--- config.mk ---
export PLATFORM = sky130hd
export DESIGN_NAME = jtag_modsel
export DESIGN_NICKNAME = d
export VERILOG_FILES = /design/src/rtl/jtag_modsel_pkg.sv /design/src/rtl/modsel_tail.sv /design/src/rtl/modsel_hold.sv /design/src/rtl/modsel_fwd.sv /design/src/rtl/jtag_modsel.sv
export SDC_FILE = /design/constraint.sdc
export NUM_CORES = 1
export LEC_CHECK = 0
export ABC_CLOCK_PERIOD_IN_PS = 1530
export BUFFER_PORTS_ARGS = -buffer_cell sky130_fd_sc_hd__buf_2
export CORE_AREA = 2 2 39 41
export DETAILED_ROUTE_END_ITERATION = 8
export DIE_AREA = 0 0 41 43
export PLACE_DENSITY_LB_ADDON = 0.12
export SLEW_MARGIN = 20
export SYNTH_ARGS = -nofsm -noshare
export SYNTH_HDL_FRONTEND = slang
export SYNTH_SLANG_ARGS = --single-unit
--- constraint.sdc ---
create_clock -name clk -period 1.53 [get_ports clk]
set_input_delay 0.0765 -clock clk [delete_from_list [all_inputs] [get_ports clk]]
set_output_delay 0.0765 -clock clk [all_outputs]
set_load 0.02 [all_outputs]
--- src/rtl/jtag_modsel_pkg.sv ---
package jtag_modsel_pkg;
  localparam int unsigned MODSEL_IDX_W = 2;
  typedef enum logic [MODSEL_IDX_W-1:0] {
    MOD_SYSBUS = 2'd0,
    MOD_CPU0   = 2'd1,
    MOD_CPU1   = 2'd2,
    MOD_SERIAL = 2'd3
  } modsel_e;
endpackage

--- src/rtl/modsel_tail.sv ---
// Keeps the last FRAME_W shifted bits (newest in the MSB) and a saturating bit count.
module modsel_tail #(
  parameter int unsigned FRAME_W = 3,
  localparam int unsigned CNT_W = $clog2(FRAME_W + 1)
) (
  input  logic               clk,
  input  logic               rst,
  input  logic               clr,
  input  logic               shift_en,
  input  logic               tdi,
  output logic [FRAME_W-1:0] tail,
  output logic               full
);
  logic [CNT_W-1:0] cnt;

  always_ff @(posedge clk) begin
    if (rst || clr) begin
      cnt <= '0;
    end else if (shift_en && (cnt != CNT_W'(FRAME_W))) begin
      cnt <= cnt + 1'b1;
    end
  end

  always_ff @(posedge clk) begin
    if (rst) begin
      tail <= '0;
    end else if (shift_en) begin
      tail <= {tdi, tail[FRAME_W-1:1]};
    end
  end

  assign full = (cnt == CNT_W'(FRAME_W));
endmodule

--- src/rtl/modsel_hold.sv ---
// Holds the active module index and its valid flag.
module modsel_hold #(
  parameter int unsigned IDX_W = 2
) (
  input  logic             clk,
  input  logic             rst,
  input  logic             tap_reset,
  input  logic             load,
  input  logic [IDX_W-1:0] load_idx,
  output logic             sel_valid,
  output logic [IDX_W-1:0] sel_idx
);
  always_ff @(posedge clk) begin
    if (rst) begin
      sel_valid <= 1'b0;
      sel_idx   <= '0;
    end else if (tap_reset) begin
      sel_valid <= 1'b0;
    end else if (load) begin
      sel_valid <= 1'b1;
      sel_idx   <= load_idx;
    end
  end
endmodule

--- src/rtl/modsel_fwd.sv ---
// Registered per-module shift enables and update pulses.
module modsel_fwd #(
  parameter int unsigned IDX_W = 2,
  localparam int unsigned NMOD = 1 << IDX_W
) (
  input  logic             clk,
  input  logic             rst,
  input  logic             sel_valid,
  input  logic [IDX_W-1:0] sel_idx,
  input  logic             shift_in,
  input  logic             upd_in,
  input  logic             tdi,
  output logic             fwd_tdi,
  output logic [NMOD-1:0]  fwd_en,
  output logic [NMOD-1:0]  fwd_update
);
  for (genvar m = 0; m < NMOD; m++) begin : g_mod
    logic hit;
    assign hit = sel_valid && (sel_idx == IDX_W'(m));
    always_ff @(posedge clk) begin
      if (rst) begin
        fwd_en[m]     <= 1'b0;
        fwd_update[m] <= 1'b0;
      end else begin
        fwd_en[m]     <= hit && shift_in;
        fwd_update[m] <= hit && upd_in;
      end
    end
  end

  always_ff @(posedge clk) begin
    if (rst) fwd_tdi <= 1'b0;
    else     fwd_tdi <= tdi;
  end
endmodule

--- src/rtl/jtag_modsel.sv ---
module jtag_modsel #(
  parameter int unsigned IDX_W = jtag_modsel_pkg::MODSEL_IDX_W,
  localparam int unsigned NMOD    = 1 << IDX_W,
  localparam int unsigned FRAME_W = IDX_W + 1
) (
  input  logic             clk,
  input  logic             rst,
  input  logic             tap_reset,
  input  logic             capture_dr,
  input  logic             shift_dr,
  input  logic             update_dr,
  input  logic             tdi,
  output logic             sel_valid,
  output logic [IDX_W-1:0] sel_idx,
  output logic             fwd_tdi,
  output logic [NMOD-1:0]  fwd_en,
  output logic [NMOD-1:0]  fwd_update
);
  logic [FRAME_W-1:0] tail;
  logic               full;
  logic               is_select;
  logic               do_load;
  logic               sub_upd;

  modsel_tail #(.FRAME_W(FRAME_W)) u_tail (
    .clk      (clk),
    .rst      (rst),
    .clr      (capture_dr || tap_reset),
    .shift_en (shift_dr),
    .tdi      (tdi),
    .tail     (tail),
    .full     (full)
  );

  assign is_select = full && tail[FRAME_W-1];
  assign do_load   = update_dr && is_select && !tap_reset;
  assign sub_upd   = update_dr && !is_select && !tap_reset;

  modsel_hold #(.IDX_W(IDX_W)) u_hold (
    .clk       (clk),
    .rst       (rst),
    .tap_reset (tap_reset),
    .load      (do_load),
    .load_idx  (tail[IDX_W-1:0]),
    .sel_valid (sel_valid),
    .sel_idx   (sel_idx)
  );

  modsel_fwd #(.IDX_W(IDX_W)) u_fwd (
    .clk        (clk),
    .rst        (rst),
    .sel_valid  (sel_valid),
    .sel_idx    (sel_idx),
    .shift_in   (shift_dr),
    .upd_in     (sub_upd),
    .tdi        (tdi),
    .fwd_tdi    (fwd_tdi),
    .fwd_en     (fwd_en),
    .fwd_update (fwd_update)
  );
endmodule

Yosys cells after proc, flatten, opt, wreduce, memory -nomap -nowiden --
Cells that the tools add are included.
Storage, ports and cells: flip-flop bits (word level) 17, input bits 7, word-level logic and storage cells 45
Operators by class: add/subtract/negate cells 1, eq/ne operators 5, bitwise gates (word level) 1, reductions and logical operators 25
Operator list (number):
- logical AND 1 bit | 18
- == test 2 bit (second input constant) | 3
- adder 2 x 1 -> 2 bit (second input constant) | 1
- == test 2 x 1 -> 1 bit (second input constant) | 1
- logical NOT 1 bit | 2
- logical NOT 2 bit | 1
- logical OR 1 bit | 2
- != test 2 bit (second input constant) | 1
- AND reduction 2 bit | 1
- OR reduction 2 bit | 1
- inverter 1 bit | 1

Longest topological paths before layout --
depth after elaboration 6, gate-level depth with buffers 4

Modules after synthesis --
From an unflattened synthesis, not the netlist that was laid out.
Second synthesis, totals: cells, all modules 57, area, all modules 611.8 um^2
By module, submodules not included:
- modsel_fwd | times used 1, cells each 23, area an instance 254.0 um^2, seq. area each 180.2 um^2
- modsel_tail | times used 1, cells each 17, area an instance 191.4 um^2, seq. area each 100.1 um^2
- modsel_hold | times used 1, cells each 12, area an instance 127.6 um^2, seq. area each 60.1 um^2
- jtag_modsel | times used 1, cells each 5, area an instance 38.8 um^2, seq. area each 0.0 um^2

Least setup slack after synthesis --
No wires, ideal clock.
kind register to register, from register u_tail.cnt[0], to register u_tail.cnt[1], setup time 0.117 ns, arrival 0.974 ns, data required time 1.413 ns, slack 0.440 ns, stages on the path, launching flop included 5, buffers on the path 0, cells stage by stage dfxtp_1 > ha_1 > and2b_4 > mux2i_1 > nor4_1
On the way: word-level cells in the longest chain between the ends 2, elaborated cells between the ends (all ways) 3, classes of those cells add/sub (1); eq/ne (1); reduce/logical (1)
Ends and longest elaborated chain:
- from (decl) | line modsel_tail.sv:14 | logic [CNT_W-1:0] cnt;
- from (signal assigned) | line modsel_tail.sv:20 | cnt <= cnt + 1'b1;
- branches (longest 2 deep; another with adder 2 x 1 -> 2 bit)
Several ways; the timed one is not identified. A chain may end at the register's enable or synchronous reset.

Final worst setup path --
from register u_tail.cnt[0], to register u_fwd.fwd_update[0]
On the way: word-level cells in the longest chain between the ends 6
Ends and longest elaborated chain:
- == test 2 bit | line modsel_tail.sv:32 | assign full = (cnt == CNT_W'(FRAME_W));
- logical AND 1 bit | line jtag_modsel.sv:35 | assign is_select = full && tail[FRAME_W-1];
- logical NOT 1 bit | line jtag_modsel.sv:37 | assign sub_upd = update_dr && !is_select && !tap_reset;
- logical AND 1 bit (2 in a row) | line jtag_modsel.sv:37
- logical AND 1 bit | line modsel_fwd.sv:26 | fwd_update[m] <= hit && upd_in;
- to (signal, indexed assignment) | line modsel_fwd.sv:26
- to (decl) | line modsel_fwd.sv:15 | output logic [NMOD-1:0] fwd_update
No other way between the ends.

==> run metrics <==
run status=finished clean; Final Hold Vio Count=0; grt ovf=0; setup TNS=0 ns; starting density of the core=41.68%; H-tree levels=1; final setup violating endpoints=0; largest net degree at the start of global routing=12; Layout area overhead=22.13%; Slew headroom=85.66%; sequential area share after synthesis=59.00%; placer congestion estimate=0.6521; Pre-antenna DRT Iters=4; layout cell share with drive strength beyond 1=29.73%; Clk Latency, worst-skew pair=0.28 ns; TritonCTS clock tree=built; worst-path fanout max=4; worst slew pin tran=0.2140 ns; most frequent cells in the layout=18 x buf_2, 17 x dfxtp_1, 11 x nor2_1, 6 x mux2i_1, 3 x clkbuf_4; Pwr Density=1021 mW/mm^2; syn_area_per_cell=10.88 um^2; Die Wd=41 um; vias post-DR=431; placed cell count=85; Synth cell types=18; Final HPWL DP=675.8 um; Leakage=0.3306 nW; Clock Path Buffers=2; post_cts resized=0; Rows=14; Root Buffer=clkbuf_4; CTS Buf Count=3; Layout Skew=0.005677 ns; Diodes inserted=0; Mapped Cells=53; commonest non-fill, non-tap cell in the layout=buf_2; Crit. End Element=register; global-route wire length before repair=1580 um; Iter 0 DRT Violations=8; fmax=857.5 MHz; Die Ht=43 um; worst hold path type=in2reg; Clock Pin Slew Worst Setup and Hold Paths=0.10 ns; via density per instance=4.789; CP arrival=1.38 ns; Synth Warn #=0; CP required=1.74 ns; DRC=0; FF+latch count, synth=17; Cell Area, Synth=576.8 um^2; Post-DP Area=668.1 um^2; Max VDD drop=444.1 uV; clock sink total=17; total die area=0.001763 mm^2; Final Cycle Share=76.22%; vias in the first global route=407; worst-path cell with the longest stage delay=dfxtp_1; GRT Overall Usage=13.17%; unrepaired setup endpoints after global routing=false; largest family of logic cells by synthesized area=simple AND/OR/NAND/NOR gates; critical-path cell list=ha_1 -> a211oi_1 -> nand3_1 -> nor3_1; Synth Area in Simple Gates=20.39%; type of origin of the critical path=register; Finished Layout Cells=90; Post-Synth XOR/XNOR Area=1.518%; Pins Over Slew Limit=0; I/O pin cnt=19; Tmin final=1.166 ns; multiplexer share of the synthesized area=10.41%; CP Class=reg2reg; syn nets=61; Synth Area in Adders=2.169%; Detail Route Antenna Nets=0; WL per Instance=10.21 um; Post-CTS Setup Inserts=0; final instance area=704.4 um^2; core area=0.001384 mm^2; initial antenna violation count=0; routed wire length=919 um; max_cap viols=0; Nets=83; port bufs=18; CTS Hold Buffers Added=1; crit-path max cell delay=0.33 ns; area fraction in compound gates after synthesis=2.603%
-- synth_stat cells --
cell	instances	area share (%)
nor3_1	2	1.7
nor2_1	11	7.2
nand2_1	1	0.65
nand2b_1	2	2.2
buf_4	1	1.3
and2b_4	1	1.7
ha_1	1	2.2
nand4b_1	1	1.5
nand3b_1	1	1.3
dfxtp_1	17	59
nand3_1	1	0.87
nor2b_1	1	1.1
nor4_1	2	2.2
xnor2_1	1	1.5
inv_1	1	0.65
a211oi_1	2	2.6
buf_6	1	2.0
mux2i_1	6	10
-- worst max-delay path, delay by kind of cell (launching register included) --
kind	cells	cell delay [ns]
AOI/OAI and AO/OA	1	0.23
adders and majority gates	1	0.21
DFF	1	0.33
and+or+nand+nor	2	0.33
-- logic make-up after synthesis --
logic type / Yosys count
AO/OA/AOI/OAI: 2
buffers and inverters: 3
XOR/XNOR: 1
AND/OR/NAND/NOR: 23
flip-flops: 17
adder cells (fa/ha/maj): 1
multiplexers: 6
-- path summary, 6_finish.rpt --
check / end / depth (start not counted) / slack, ns / from
hold / removal: u_tail.cnt[0] / 2 / 0.006 / tap_reset
hold reg to reg: u_hold.sel_valid / 2 / 0.50 / u_hold.sel_valid
setup / recovery: u_fwd.fwd_update[0] / 4 / 0.36 / u_tail.cnt[0]
setup reg to reg: u_fwd.fwd_update[0] / 4 / 0.36 / u_tail.cnt[0]
-- layout make-up --
| cell class | instances | area, um^2 |
|---|---|---|
| fill | 139 | 679.4 |
| sequential | 17 | 340.3 |
| multi-input combinational | 33 | 214.0 |
| timing repair buffer | 19 | 100.1 |
| clock buffer | 4 | 26.28 |
| tap | 16 | 20.02 |
| inverter | 1 | 3.754 |
-- per-stage QoR --
stage               worst slack [ns]  hold WS [ns]  utilization, %  power [mW]
CTS                           0.3509      0.003088           50.90      0.7288
finish                        0.3638      0.006274           50.90      0.7192
global route                  0.2622       0.01041           50.90      0.7572
global placement              0.3798        0.2599           48.28      0.4947
floorplan                     0.4398        0.1533               -      0.4845
detailed placement            0.3720        0.2616           48.28      0.4948
-- report_power, final --
part	switching [mW]	total, mW	internal [mW]
clock	0.132	0.233	0.101
sequential	0.00327	0.451	0.447
combinational	0.0173	0.0353	0.0180
-- layer usage --
layer	up-vias	wire, um	global-route usage [%]
met5	-	0	0
met4	0	0	8.000
met3	0	59	3.141
met2	14	435	20.63
met1	195	424	15.23
li1	222	-	-
-- state kept, by name, summed over array words and instances (netlist names) --
signal and count:
u_fwd.fwd_update 4, u_tail.cnt 2, u_tail.tail 3, u_fwd.fwd_tdi 1
u_hold.sel_idx 2, u_hold.sel_valid 1, u_fwd.fwd_en 4
Power figures use the tool's default switching activity.
